[src/rtl/irqc_pkg.sv]
package irqc_pkg;

    localparam logic [7:0] OFS_CTRL  = 8'h00;
    localparam logic [7:0] OFS_MASK  = 8'h04;
    localparam logic [7:0] OFS_BINPT = 8'h08;
    localparam logic [7:0] OFS_ACK   = 8'h0C;
    localparam logic [7:0] OFS_EOI   = 8'h10;
    localparam logic [7:0] OFS_RUN   = 8'h14;
    localparam logic [7:0] OFS_PEND  = 8'h18;

    localparam int BINPT_MIN = 2;

    typedef enum logic [1:0] {
        S_IDLE  = 2'd0,
        S_ACK   = 2'd1,
        S_DEACT = 2'd2
    } port_state_e;

endpackage

[src/rtl/irqc_prio_stack.sv]
module irqc_prio_stack #(
    parameter int PRIO_W = 8,
    parameter int DEPTH  = 4,
    localparam int CNT_W = $clog2(DEPTH + 1)
) (
    input  logic              clk,
    input  logic              rst_n,
    input  logic              push,
    input  logic              pop,
    input  logic [PRIO_W-1:0] push_val,
    output logic [PRIO_W-1:0] top_val,
    output logic              empty,
    output logic              full,
    output logic [CNT_W-1:0]  level
);

    logic [PRIO_W-1:0] slot [DEPTH];
    logic [CNT_W-1:0]  level_q;

    assign level = level_q;
    assign empty = (level_q == '0);
    assign full  = (level_q == CNT_W'(DEPTH));

    for (genvar g = 0; g < DEPTH; g++) begin : g_slot
        always_ff @(posedge clk or negedge rst_n) begin
            if (!rst_n) begin
                slot[g] <= '1;
            end else if (push && !full && level_q == CNT_W'(g)) begin
                slot[g] <= push_val;
            end
        end
    end

    always_ff @(posedge clk or negedge rst_n) begin
        if (!rst_n) begin
            level_q <= '0;
        end else if (push && !full) begin
            level_q <= level_q + 1'b1;
        end else if (pop && !empty) begin
            level_q <= level_q - 1'b1;
        end
    end

    always_comb begin
        top_val = '1;
        for (int i = 0; i < DEPTH; i++) begin
            if (level_q == CNT_W'(i + 1)) begin
                top_val = slot[i];
            end
        end
    end

endmodule

[src/rtl/irqc_gate.sv]
module irqc_gate #(
    parameter int PRIO_W = 8,
    localparam int BP_W  = $clog2(PRIO_W)
) (
    input  logic              en,
    input  logic              cand_valid,
    input  logic [PRIO_W-1:0] cand_prio,
    input  logic [PRIO_W-1:0] mask,
    input  logic [BP_W-1:0]   binpt,
    input  logic [PRIO_W-1:0] run_prio,
    input  logic              any_active,
    input  logic              full,
    output logic              qualify
);

    logic [PRIO_W-1:0] group_mask;
    logic              below_mask;
    logic              preempts;

    assign group_mask = {PRIO_W{1'b1}} << ({1'b0, binpt} + 1'b1);
    assign below_mask = (cand_prio < mask);
    assign preempts   = !any_active
                        || ((cand_prio & group_mask) < (run_prio & group_mask));
    assign qualify    = en && cand_valid && below_mask && preempts && !full;

endmodule

[src/rtl/irq_cpu_port.sv]
module irq_cpu_port #(
    parameter int ID_W   = 10,
    parameter int PRIO_W = 8,
    parameter int DEPTH  = 4,
    parameter int ADDR_W = 8
) (
    input  logic              clk,
    input  logic              rst_n,
    input  logic              rd_en,
    input  logic              wr_en,
    input  logic [ADDR_W-1:0] addr,
    input  logic [31:0]       wdata,
    output logic [31:0]       rdata,
    input  logic              cand_valid,
    input  logic [ID_W-1:0]   cand_id,
    input  logic [PRIO_W-1:0] cand_prio,
    output logic              irq,
    output logic              ack_pulse,
    output logic [ID_W-1:0]   ack_id,
    output logic              deact_pulse,
    output logic [ID_W-1:0]   deact_id
);
    import irqc_pkg::*;

    localparam int BP_W  = $clog2(PRIO_W);
    localparam int CNT_W = $clog2(DEPTH + 1);
    localparam logic [ID_W-1:0] ID_NONE = {ID_W{1'b1}};
    localparam logic [BP_W-1:0] BP_MIN  = BP_W'(BINPT_MIN);

    logic              ctl_en;
    logic [PRIO_W-1:0] mask_q;
    logic [BP_W-1:0]   binpt_q;
    logic              irq_q;
    logic [31:0]       rdata_q;
    logic [31:0]       rmux;
    logic [ID_W-1:0]   ack_id_q;
    logic [ID_W-1:0]   deact_id_q;

    logic              qualify;
    logic [PRIO_W-1:0] run_prio;
    logic              empty;
    logic              full;
    logic [CNT_W-1:0]  level;

    logic              take;
    logic              retire;

    port_state_e state_q, state_d;

    irqc_prio_stack #(.PRIO_W(PRIO_W), .DEPTH(DEPTH)) u_stack (
        .clk      (clk),
        .rst_n    (rst_n),
        .push     (take),
        .pop      (retire),
        .push_val (cand_prio),
        .top_val  (run_prio),
        .empty    (empty),
        .full     (full),
        .level    (level)
    );

    irqc_gate #(.PRIO_W(PRIO_W)) u_gate (
        .en         (ctl_en),
        .cand_valid (cand_valid),
        .cand_prio  (cand_prio),
        .mask       (mask_q),
        .binpt      (binpt_q),
        .run_prio   (run_prio),
        .any_active (!empty),
        .full       (full),
        .qualify    (qualify)
    );

    // Access decode
    assign take   = rd_en && !wr_en && (addr == ADDR_W'(OFS_ACK)) && qualify;
    assign retire = wr_en && (addr == ADDR_W'(OFS_EOI)) && !empty;

    // Sequencer: state register
    always_ff @(posedge clk or negedge rst_n) begin
        if (!rst_n) begin
            state_q <= S_IDLE;
        end else begin
            state_q <= state_d;
        end
    end

    // Sequencer: next state
    always_comb begin
        state_d = S_IDLE;
        unique case (state_q)
            S_IDLE, S_ACK, S_DEACT: begin
                if (take) begin
                    state_d = S_ACK;
                end else if (retire) begin
                    state_d = S_DEACT;
                end else begin
                    state_d = S_IDLE;
                end
            end
            default: state_d = S_IDLE;
        endcase
    end

    // Sequencer: outputs
    always_comb begin
        ack_pulse   = 1'b0;
        deact_pulse = 1'b0;
        unique case (state_q)
            S_ACK:   ack_pulse   = 1'b1;
            S_DEACT: deact_pulse = 1'b1;
            default: ;
        endcase
    end

    always_ff @(posedge clk or negedge rst_n) begin
        if (!rst_n) begin
            ack_id_q   <= '0;
            deact_id_q <= '0;
        end else begin
            if (take) begin
                ack_id_q <= cand_id;
            end
            if (retire) begin
                deact_id_q <= wdata[ID_W-1:0];
            end
        end
    end

    assign ack_id   = ack_id_q;
    assign deact_id = deact_id_q;

    // Configuration registers
    always_ff @(posedge clk or negedge rst_n) begin
        if (!rst_n) begin
            ctl_en  <= 1'b0;
            mask_q  <= '0;
            binpt_q <= BP_MIN;
        end else if (wr_en) begin
            unique case (addr)
                ADDR_W'(OFS_CTRL):  ctl_en <= wdata[0];
                ADDR_W'(OFS_MASK):  mask_q <= wdata[PRIO_W-1:0];
                ADDR_W'(OFS_BINPT): binpt_q <= (wdata[BP_W-1:0] < BP_MIN)
                                              ? BP_MIN : wdata[BP_W-1:0];
                default: ;
            endcase
        end
    end

    // Read path
    always_comb begin
        rmux = '0;
        unique case (addr)
            ADDR_W'(OFS_CTRL):  rmux = {31'b0, ctl_en};
            ADDR_W'(OFS_MASK):  rmux = 32'(mask_q);
            ADDR_W'(OFS_BINPT): rmux = 32'(binpt_q);
            ADDR_W'(OFS_ACK):   rmux = 32'(take ? cand_id : ID_NONE);
            ADDR_W'(OFS_RUN):   rmux = 32'(run_prio);
            ADDR_W'(OFS_PEND):  rmux = 32'(cand_valid ? cand_id : ID_NONE);
            default:            rmux = '0;
        endcase
    end

    always_ff @(posedge clk or negedge rst_n) begin
        if (!rst_n) begin
            rdata_q <= '0;
            irq_q   <= 1'b0;
        end else begin
            irq_q <= qualify;
            if (rd_en) begin
                rdata_q <= rmux;
            end
        end
    end

    assign rdata = rdata_q;
    assign irq   = irq_q;

endmodule

[config.mk]
export PLATFORM = sky130hd
export DESIGN_NAME = irq_cpu_port
export DESIGN_NICKNAME = d
export VERILOG_FILES = /design/src/rtl/irqc_pkg.sv /design/src/rtl/irqc_prio_stack.sv /design/src/rtl/irqc_gate.sv /design/src/rtl/irq_cpu_port.sv
export SDC_FILE = /design/constraint.sdc
export NUM_CORES = 1
export LEC_CHECK = 0
export BUFFER_PORTS_ARGS = -buffer_cell sky130_fd_sc_hd__buf_2
export CAP_MARGIN = 20
export CORE_MARGIN = 2
export CORE_UTILIZATION = 58
export CTS_CLUSTER_SIZE = 12
export DETAILED_ROUTE_END_ITERATION = 10
export GPL_ROUTABILITY_DRIVEN = 0
export PLACE_DENSITY = 0.86
export SETUP_SLACK_MARGIN = 0.02
export SYNTH_ARGS = -nofsm -noshare
export SYNTH_HDL_FRONTEND = slang
export SYNTH_SLANG_ARGS = --single-unit
[constraint.sdc]
create_clock -name clk -period 11.7 [get_ports clk]
set_input_delay 2.34 -clock clk [delete_from_list [all_inputs] [get_ports clk]]
set_output_delay 2.34 -clock clk [all_outputs]
set_load 0.02 [all_outputs]
=== Word level (Yosys, flattened, before mapping) ===
Cells that the tools add are included.

* Flip-flop bits (word level): 102
* Input bits: 63
* Word-level logic and storage cells: 76

* Mux-type cells: 15
* Reductions and logical operators: 27
* Eq/ne operators: 12
* Bitwise operators: 2
* Add/sub/neg operators: 3
* $lt $le $gt $ge: 3
* Shift operators: 1

{| class="wikitable"
|+ Operators by type and width
! cell !! count
|-
| 10-bit one-hot mux with 6 select lines || 1
|-
| 8-bit 2-to-1 mux || 4
|-
| 8-bit by 5-bit == test with 1-bit output, second input constant || 3
|-
| 10-bit 2-to-1 mux || 2
|-
| 8-bit AND || 2
|-
| 8-bit by 4-bit == test with 1-bit output, second input constant || 2
|-
| 8-bit < comparator || 2
|-
| 1-bit logical AND || 15
|-
| 3-bit 2-to-1 mux || 3
|-
| 8-bit by 3-bit == test with 1-bit output, second input constant || 1
|-
| 8-bit logical NOT || 1
|-
| 8-bit by 4-bit << shifter with 8-bit output, first input constant || 1
|-
| 3-bit by 2-bit == test with 1-bit output, second input constant || 2
|-
| 2-bit 2-to-1 mux || 3
|-
| 2-bit AND reduction || 3
|-
| 3-bit by 1-bit adder with 4-bit output, second input constant || 1
|-
| 3-bit by 1-bit adder with 3-bit output, second input constant || 1
|-
| 3-bit by 1-bit == test with 1-bit output, second input constant || 1
|-
| 3-bit == test, second input constant || 1
|-
| 1-bit logical NOT || 3
|-
| 3-bit logical NOT || 1
|-
| 3-bit by 2-bit < comparator with 1-bit output, second input constant || 1
|-
| 3-bit OR reduction || 1
|-
| 3-bit by 1-bit subtractor with 3-bit output, second input constant || 1
|-
| other kinds (6) || 7
|}

=== Longest topological paths before layout ===
* Word-level depth: 13
* Gate-level depth with buffers: 20
* Depth with buffers taken out: 16

=== Cells and area by module ===
From an unflattened synthesis, not the netlist that was laid out.

* Cell total of the unflattened synthesis: 419
* Area, all modules: 4718.3 µm²

{| class="wikitable"
|+ By module, submodules not included
! module !! cells an instance !! area an instance (µm²) !! seq. area each (µm²) !! instances
|-
| irq_cpu_port || 202 || 2423.6 || 1127.3 || 1
|-
| irqc_prio_stack || 140 || 1757.9 || 915.9 || 1
|-
| irqc_gate || 77 || 536.8 || 0.0 || 1
|}

=== Worst setup path after synthesis ===
No wires, ideal clock.

* Path kind: input to register
* Start: in cand_prio[3]
* End: reg u_stack.slot[16] in the netlist's numbering
* Buffers on the path: 1
* Setup time: 0.082 ns
* Arrival: 4.479 ns
* Path slack: 7.139 ns
* Stages: 10
* Cell sequence: and2_1 > ha_1 > a21oi_1 > nor3_1 > a2111oi_1 > nand2_1 > nand4bb_1 > buf_2 > nor3b_4 > mux2_2

* Word-level cells in the longest chain between the ends: 8
* Elaborated cells on any way between the ends: 10
* Classes of those cells: order compare: 2; bitwise: 1; reduce/logical: 7

{| class="wikitable"
|+ RTL lines
! what !! line !! RTL
|-
| start: declaration || irq_cpu_port.sv:16 || <nowiki>input logic [PRIO_W-1:0] cand_prio,</nowiki>
|-
| 8-bit AND || irqc_gate.sv:23 || <nowiki>|| ((cand_prio & group_mask) < (run_prio & group_mask));</nowiki>
|-
| 8-bit < comparator || irqc_gate.sv:23 ||
|-
| 1-bit logical OR || irqc_gate.sv:23 ||
|-
| 1-bit logical AND * (2 in a row) || irqc_gate.sv:24 || <nowiki>assign qualify = en && cand_valid && below_mask && preempts && !full;</nowiki>
|-
| 1-bit logical AND * || irq_cpu_port.sv:75 || <nowiki>assign take = rd_en && !wr_en && (addr == ADDR_W'(OFS_ACK)) && qualify;</nowiki>
|-
| 1-bit logical AND * (2 in a row) || irqc_prio_stack.sv:28 || <nowiki>end else if (push && !full && level_q == CNT_W'(g)) begin</nowiki>
|-
| end signal: indexed assignment || irqc_prio_stack.sv:29 || <nowiki>slot[g] <= push_val;</nowiki>
|-
| end: declaration || irqc_prio_stack.sv:17 || <nowiki>logic [PRIO_W-1:0] slot [DEPTH];</nowiki>
|}

Every way passes the cells marked *; elsewhere a longest branch is shown, timed or not.
A chain may end at the register's enable or synchronous reset.

=== Worst setup path after layout ===
* Start: in cand_prio[6]
* End: reg u_stack.slot[16] in the netlist's numbering

Same word-level chain as after synthesis.

==> key figures <==
Critical path
  • Setup crit start kind: primary input
  • Crit Path Class: in2reg
  • CP Capture Type: flop
  • Critical path required time: 11990 ps
  • Crit path DAT: 5390 ps
  • Worst r2r path cells: 13
  • CP Max Fanout: 9

Pwr
  • Sw Ratio: 0.286
  • Clock power frac: 0.364
  • Peak VDD IR: 0.115 mV
  • Reg power frac: 0.471
  • Logic gate share of total power: 0.166
  • P_leak: 2.53 nW
  • Pwr Density: 119 nW/um^2
  • P_int: 0.439 mW
  • NetSw: 0.176 mW

Synthesis
  • #FFs+latches synth: 80
  • EDFF count, synth: 0
  • Ys flop type: dfrtp_1
  • Post-Syn Instances: 457
  • Seq/Total Area, Yosys: 0.445
  • Yosys warning count: 0
  • Synth cell types: 57
  • Asr flop ratio synth: 1.00
  • Synth Cell Area: 4600 sq um
  • Avg Inst Size Synth: 10.1 sq um

Floorplan
  • Die footprint: 8650 sq um
  • # rows: 32
  • Ports: 118
  • Die X: 93.0 microns
  • Initial Utilization: 0.598
  • Core area: 7690 sq um
  • Die Ht: 93.0 microns

STA
  • RSZ-0062 raised after global routing: false
  • Slew HR: 0.444
  • Worst Tran Pin Value: 831 ps
  • Setup Skew: 6.93 ps
  • Final setup TNS: 0 ps
  • Tcrit/Tclk final: 0.436
  • Max Slew Vio Count: 0
  • # setup viols final: 0
  • Minimum hold slack: 477 ps
  • Fin crit period: 5100 ps
  • Achievable Freq: 196 MHz
  • Final hold violation count: 0

Placed design
  • PortBufs: 73
  • Placed cells: 610
  • Dpl hpwl: 7780 microns

Final layout
  • Ratio of cells with drive above 1 in the final layout: 0.352
  • # diodes: 0
  • Layout Cells excl Fill: 627
  • Nets@finish: 605
  • Layout area overhead: 12.1%

GRT
  • Initial antenna violation count: 0
  • GRT Util Overall: 0.266
  • First-pass GRT wire length: 17900 microns
  • Total congestion overflow: 0
  • Largest net degree at the start of global routing: 81
  • Vias in the first global route: 3752

Drt
  • Drt total wl: 10700 microns
  • Iter 0 DRT Violations: 331
  • Residual DRC: 0
  • Vias per std cell: 5.94
  • Drt wl/cell: 17.1 microns
  • Post-route ant nets: 0
  • DRT Pass-1 Iters: 5
  • Total number of vias: 3727

CTS
  • CTS tree: yes
  • # Post-CTS Setup Buffers: 0
  • CTS Root Cell: clkbuf_8
  • CTS Hold Bufs: 0
  • Clock transition at path regs: 80 ps
  • Clock buffer depth: 2
  • Htree depth: 3
  • Worst skew pair latency: 360 ps
  • Clock Sinks: 80
  • CTS Buf Count: 9
  • Post-CTS resize count: 0

Outcome
  • Status: complete, no violations

Hold path
  • Min-delay worst type: reg2reg
  • Hold Crit Depth: 2

Flow run
  • Max-cap violations: 0
[metal layers]
metal	track usage	vias to the layer above	share of wire
li1	-	1719	-
met1	0.344	1798	0.41
met2	0.426	182	0.50
met3	0.0492	28	0.063
met4	0.140	0	0.029
met5	0	-	0
[power groups by stage]
stage / Clock [mW] / Sequential [mW] / Combinational (mW)
floorplan: 0 / 0.294 / 0.0686
global placement: 0 / 0.294 / 0.0931
detailed placement: 0 / 0.295 / 0.0987
CTS: 0.227 / 0.290 / 0.0994
global route: 0.237 / 0.291 / 0.114
finish: 0.224 / 0.290 / 0.102
[layout by cell type (no fill, tap or decap), drive strengths merged, types with 5 or more instances in the layout]
cell type	count
a21oi	41
nand2	40
o211ai	5
o21ai	26
o221ai	5
clkbuf	9
nor2b	10
nor2	21
nand2b	6
inv	26
nor3	5
ha	22
dfrtp	47
o41ai	6
nand3	13
dfstp	33
conb	22
mux2	50
o22ai	15
buf	75
[metrics by stage]
step	util	total power, mW	area, sq um	worst slack [ps]
after floorplan	-	0.363	4670	7140
after global placement	0.638	0.387	4910	6360
after detailed placement	0.638	0.393	4910	6280
after CTS	0.667	0.616	5130	6660
after global routing	0.670	0.643	5150	6340
final	0.670	0.615	5150	6600
[cells by family (layout without fill, tap and decap cells)]
logic type | Yosys count | in the layout | share of synthesized area
DFF | 80 | 80 | 0.445
muxes | 52 | 52 | 0.128
xor gates and xnor gates | 2 | 2 | 0.00381
adders and majority gates | 22 | 22 | 0.0599
and+or+nand+nor | 122 | 122 | 0.143
buffers and inverters | 70 | 117 | 0.0800
AOI/OAI and AO/OA | 108 | 108 | 0.140
other | 1 | 22 | 0.000816
[worst max-delay path: stages]
cell and delay (ps):
buf_2 160, and2_1 160, ha_1 310, nand4_1 150, nor3_1 70, a2111oi_1 460
nand2_1 80, nand4bb_1 610, nor3b_4 630, mux2_2 400
[area by class of cell]
type | instances | area, sq um
Fill cell | 578 | 2530
Multi-Input combinational cell | 328 | 2260
Sequential cell | 80 | 2040
Timing Repair Buffer | 75 | 403
Tap cell | 102 | 128
Clock buffer | 9 | 124
Inverter | 26 | 97.6
Clock inverter | 7 | 95.1
[flip-flops by register name, indices dropped and copies added (netlist names)]
register / count
state_q: 2
irq: 1
binpt_q: 3
ctl_en: 1
u_stack.level: 3
rdata: 10
deact_id: 10
ack_id: 10
u_stack.slot: 32
mask_q: 8
[final timing paths]
kind	startpoint	to	slack (ps)
max	cand_prio[6]	u_stack.slot[16]$_DFFE_PN1P_	6600
min	ack_id[4]$_DFFE_PN0N_	ack_id[4]$_DFFE_PN0N_	480
max reg2reg	u_stack.level[2]$_DFFE_PN0P_	u_stack.slot[16]$_DFFE_PN1P_	6730
min reg2reg	ack_id[4]$_DFFE_PN0N_	ack_id[4]$_DFFE_PN0N_	480
max in group asynchronous	rst_n	u_stack.slot[0]$_DFFE_PN1P_	9340
min in group asynchronous	rst_n	u_stack.level[0]$_DFFE_PN0P_	1770
[synthesized netlist by cell type, types with 2 or more instances]
master / count / area, sq um
mux2_2: 49 / 552
dfrtp_1: 47 / 1180
a21oi_1: 41 / 205
nand2_1: 39 / 146
dfstp_2: 33 / 867
o21ai_0: 26 / 130
inv_1: 24 / 90.1
buf_4: 22 / 165
ha_1: 22 / 275
nor2_1: 19 / 71.3
o22ai_1: 15 / 93.8
clkbuf_1: 14 / 52.6
nand3_1: 13 / 65.1
nor2b_1: 9 / 56.3
buf_2: 6 / 30.0
nand2b_1: 6 / 37.5
o41ai_1: 6 / 52.6
o211ai_1: 5 / 37.5
o221ai_1: 5 / 43.8
and2_1: 4 / 25.0
nor3_1: 4 / 20.0
nor4_1: 4 / 25.0
and3_1: 3 / 18.8
or3_1: 3 / 18.8
buf_6: 2 / 22.5
mux2i_1: 2 / 20.0
nand4_1: 2 / 12.5
nor3b_1: 2 / 15.0
xnor2_1: 2 / 17.5
Note: power is estimated with default switching activity, not from simulation.
